[config.mk]
export PLATFORM = sky130hd
export DESIGN_NAME = quad_dac_loader
export DESIGN_NICKNAME = d
export VERILOG_FILES = /design/src/rtl/dac_loader_pkg.sv /design/src/rtl/ser_port_sync.sv /design/src/rtl/ser_shift_chain.sv /design/src/rtl/code_latch_bank.sv /design/src/rtl/quad_dac_loader.sv
export SDC_FILE = /design/constraint.sdc
export NUM_CORES = 1
export LEC_CHECK = 0
export BUFFER_PORTS_ARGS = -buffer_cell sky130_fd_sc_hd__buf_2
export CAP_MARGIN = 20
export CORE_UTILIZATION = 55
export DETAILED_ROUTE_END_ITERATION = 8
export PLACE_DENSITY_LB_ADDON = 0.2
export SLEW_MARGIN = 20
export SYNTH_ARGS = -nofsm -noshare
export SYNTH_HDL_FRONTEND = slang
export SYNTH_HIERARCHICAL = 1
export SYNTH_SLANG_ARGS = --single-unit
[constraint.sdc]
create_clock -name clk -period 3.1 [get_ports clk]
set_input_delay 0.155 -clock clk [delete_from_list [all_inputs] [get_ports clk]]
set_output_delay 0.155 -clock clk [all_outputs]
set_load 0.05 [all_outputs]
[src/rtl/dac_loader_pkg.sv]
package dac_loader_pkg;
  parameter int unsigned DEF_CH_COUNT = 4;
  parameter int unsigned DEF_CODE_W   = 6;
  parameter int unsigned DEF_SYNC     = 2;

  typedef struct packed {
    logic shift;
    logic load;
    logic din;
  } ser_evt_t;
endpackage

[src/rtl/ser_port_sync.sv]
module ser_port_sync #(
  parameter int unsigned STAGES = dac_loader_pkg::DEF_SYNC
) (
  input  logic clk,
  input  logic rst,
  input  logic sclk_raw,
  input  logic en_n_raw,
  input  logic din_raw,
  output dac_loader_pkg::ser_evt_t evt
);
  localparam int unsigned LAST = STAGES - 1;

  logic [STAGES-1:0] ck_q, en_q, d_q;
  logic ck_prev, en_prev;

  always_ff @(posedge clk) begin
    if (rst) begin
      ck_q    <= '1;
      en_q    <= '1;
      d_q     <= '0;
      ck_prev <= 1'b1;
      en_prev <= 1'b1;
    end else begin
      ck_q    <= {ck_q[LAST-1:0], sclk_raw};
      en_q    <= {en_q[LAST-1:0], en_n_raw};
      d_q     <= {d_q[LAST-1:0], din_raw};
      ck_prev <= ck_q[LAST];
      en_prev <= en_q[LAST];
    end
  end

  always_comb begin
    evt.shift = ck_prev & ~ck_q[LAST] & ~en_q[LAST];
    evt.load  = ~en_prev & en_q[LAST];
    evt.din   = d_q[LAST];
  end
endmodule

[src/rtl/ser_shift_chain.sv]
module ser_shift_chain #(
  parameter int unsigned WIDTH = 24
) (
  input  logic             clk,
  input  logic             rst,
  input  logic             shift_en,
  input  logic             bit_in,
  output logic [WIDTH-1:0] word,
  output logic             far_bit
);
  always_ff @(posedge clk) begin
    if (rst)           word <= '0;
    else if (shift_en) word <= {word[WIDTH-2:0], bit_in};
  end

  assign far_bit = word[WIDTH-1];
endmodule

[src/rtl/code_latch_bank.sv]
module code_latch_bank #(
  parameter int unsigned CH_COUNT = dac_loader_pkg::DEF_CH_COUNT,
  parameter int unsigned CODE_W   = dac_loader_pkg::DEF_CODE_W
) (
  input  logic                       clk,
  input  logic                       rst,
  input  logic                       load,
  input  logic [CH_COUNT*CODE_W-1:0] src,
  output logic [CH_COUNT*CODE_W-1:0] codes,
  output logic                       done
);
  for (genvar c = 0; c < CH_COUNT; c++) begin : g_ch
    always_ff @(posedge clk) begin
      if (rst)       codes[c*CODE_W +: CODE_W] <= '0;
      else if (load) codes[c*CODE_W +: CODE_W] <= src[c*CODE_W +: CODE_W];
    end
  end

  always_ff @(posedge clk) begin
    if (rst) done <= 1'b0;
    else     done <= load;
  end
endmodule

[src/rtl/quad_dac_loader.sv]
module quad_dac_loader #(
  parameter int unsigned CH_COUNT = dac_loader_pkg::DEF_CH_COUNT,
  parameter int unsigned CODE_W   = dac_loader_pkg::DEF_CODE_W,
  parameter int unsigned STAGES   = dac_loader_pkg::DEF_SYNC
) (
  input  logic                       clk,
  input  logic                       rst,
  input  logic                       ser_clk,
  input  logic                       ser_en_n,
  input  logic                       ser_din,
  output logic                       ser_dout,
  output logic [CH_COUNT*CODE_W-1:0] dac_codes,
  output logic                       load_done
);
  localparam int unsigned SR_W = CH_COUNT * CODE_W;

  dac_loader_pkg::ser_evt_t evt;
  logic [SR_W-1:0] sr_word;

  ser_port_sync #(.STAGES(STAGES)) u_sync (
    .clk(clk), .rst(rst),
    .sclk_raw(ser_clk), .en_n_raw(ser_en_n), .din_raw(ser_din),
    .evt(evt)
  );

  ser_shift_chain #(.WIDTH(SR_W)) u_chain (
    .clk(clk), .rst(rst),
    .shift_en(evt.shift), .bit_in(evt.din),
    .word(sr_word), .far_bit(ser_dout)
  );

  code_latch_bank #(.CH_COUNT(CH_COUNT), .CODE_W(CODE_W)) u_bank (
    .clk(clk), .rst(rst),
    .load(evt.load), .src(sr_word),
    .codes(dac_codes), .done(load_done)
  );
endmodule

==> impl_results.md <==
- Inserted Diodes: 0
- Netlist cell types: 11
- Post-synthesis sequential area ratio: 56.8%
- CTS buffer count: 9
- RSZ-0062 raised after global routing: no
- Area grow syn2layout: 12.0%
- Slew Limit Fails: 0
- Post-synthesis mux area share: 23.9%
- Vias in the first global route: about 1,200
- Hold Crit Depth: 2
- Via count: around 1,200
- VDD IR max: 0.000287 V
- Final Util: 65.9%
- CTS tree: done
- GRT Total Usage: 17.4%
- Syn Inst Count: 177
- # rows: 21
- Final Hold Viols: 0
- DRT iter0 DRCs: 60
- H-tree depth: 3
- WL per Instance: 11.6 um
- Post-Place Worst Slack: 1320 ps
- WS Path Type: reg -> reg
- Crit-path cells: nor2b_2, buf_4, mux2i_1, nor2_1
- WP buf/inv: 1
- Least-Margin Pin Slew: 885 ps
- Worst Skew: between 10 and 15 ps
- DRC viols: 0
- Register bit total from synthesis: 57
- Setup_tns: 0 ps
- Die W: 62.5 um
- Initial Util: 58.9%
- First-pass GRT wire length: 5180 um
- Post-CTS setup buffers: 0
- Non-Filler Instances: about 260
- Post-DRT Antenna Nets: 0
- Synth Area in Compound Gates: 0%
- Rel. slew slack: 41.0%
- Largest net degree at the start of global routing: 58
- Port-buffer cells: 30
- Final setup vio count: 0
- Final HPWL DP: 1950 um
- Synth Area in Simple Gates: 12.4%
- Largest stage delay, worst path: 600 ps
- Clock-pin slew on the worst setup and hold paths: 90 ps
- GPL Wtd Cong: a little under 0.7
- Fmax: between 500 and 600 MHz
- CP delay by family, top: simple AND/OR/NAND/NOR gates
- DRT Pass-1 Iters: 3
- Arrival time worst endpoint: about 2000 ps
- Post-Synth XOR/XNOR Area: 0%
- Clock tree buffer depth: 2
- Worst skew pair latency: 380 ps
- Worst Setup Start Kind: flip-flop
- Min setup slack post-route: 1300 ps
- CP Capture Type: flip-flop
- Vias/cell: approximately 4.8
- Syn. warnings: 6
- CP required: 3330 ps
- Die area: between 0.003 and 0.004 mm2
- Core area: 0.00342 mm2
- Status: finished clean
- Syn Nets: around 180
- Worst Hold Class: in -> reg
- Final WL: 3010 um
- Post-DP Area: 0.00211 mm2
- Congestion Overflow GR: 0
- Fin crit period: 1800 ps
- Layout cells sized above 1: between 20% and 30%
- Avg Cell Area, Syn: about 11 um2
- Adder-cell share of the synthesized area: 0%
- Number of max-cap violations: 0
- Pwr per Cell Area: 541 mW/mm2
- Main combinational cell family by area after synthesis: multiplexers
- Stages on the worst setup path: 4
- DIE HEIGHT: 62.5 um
- Leakage: 0.885 nW
- Clk root buf: clkbuf_4
- Clock Sink Count: 57
- Reg2Reg Depth: 4
- CP Max Fanout: 15
- Crit share post-route: 58.2%
- Antenna violations before repair: 0
- Slowest CP cell: nor2b_2
- Design Area, Final: 0.00225 mm2
- I/O Pins: 31
- Final net count: 216
- DP Cell Count: 243
- Synth Cell Area: 0.00201 mm2
[stage by stage]
stage	hold slack (ps)	power (W)
after floorplan	227	0.000779
after global placement	335	0.000780
after detailed placement	338	0.000781
after CTS	377	0.00123
after global routing	411	0.00127
final	381	0.00122
[final cells by class]
cell class / instances / area, um2
fillers: 271 / 1160
flip-flops and latches: 57 / 1140
repair buffers: 36 / 203
multi-input cells: 107 / 738
clock buffers: 13 / 113
well taps: 46 / 57.6
[worst register-to-register path, delay by kind of cell (launching register included)]
kind,cells,cell delay (ps)
multiplexers,1,240
AND/OR/NAND/NOR,2,660
buffers and inverters,1,380
flip-flops,1,370
[metal layers]
metal	routed length (um)	track usage, %	vias up
li1	-	-	642
met1	1440	20.1	560
met2	1360	26.4	25
met3	122	7.30	7
met4	78	11.3	0
met5	0	0	-
[synthesized netlist by cell type]
library cell / instances / area (um2)
dfxtp_1: 57 / 1140
mux2i_1: 48 / 480
nor2_1: 48 / 180
or2_1: 6 / 37.5
buf_12: 4 / 80.1
nor2b_1: 4 / 25.0
clkbuf_1: 3 / 11.3
buf_2: 2 / 10.0
buf_4: 2 / 15.0
buf_6: 2 / 22.5
nor3b_1: 1 / 7.51
[final timing paths]
check,slack (ps),to,start
worst min register to register,410,u_sync/en_q[1],u_sync/en_q[0]
worst max register to register,1300,u_bank/codes[16],u_sync/en_q[1]
worst max-delay path,1300,u_bank/codes[16],u_sync/en_q[1]
worst min-delay path,380,u_bank/codes[23],rst
[where the power goes]
| group | switching, W | internal [W] |
|---|---|---|
| sequential | 0.00000140 | 0.000736 |
| clock | 0.000233 | 0.000219 |
| combinational | 0.0000173 | 0.0000116 |
| total | 0.000252 | 0.000966 |
[cells in the final DEF (no fill, tap or decap)]
cell and instances:
buf_2 30, buf_4 3, clkbuf_1 1, clkbuf_4 9, clkbuf_8 3, dfxtp_1 57, dlygate4sd3_1 3, mux2i_1 48
nor2_1 48, nor2b_1 3, nor2b_2 1, nor3b_2 1, or2_1 6
[sequential cells by signal, indices dropped and copies added (netlist names)]
register and flops:
u_sync/ck_prev 1, u_chain/word 24, u_sync/en_prev 1, u_bank/done 1
u_sync/d_q 2, u_bank/codes 24, u_sync/en_q 2, u_sync/ck_q 2
[repair_timing]
action                                  CTS  global route
endpoints found under the setup margin    0             0
resized for setup                         0             0
endpoints found under the hold margin     3             0
hold buffers                              3             0
[kinds of logic after synthesis]
logic type             Yosys count
AND/OR/NAND/NOR                 59
flip-flops                      57
buffers and inverters           13
multiplexers                    48
No activity file was read; power rests on OpenSTA's default activity.
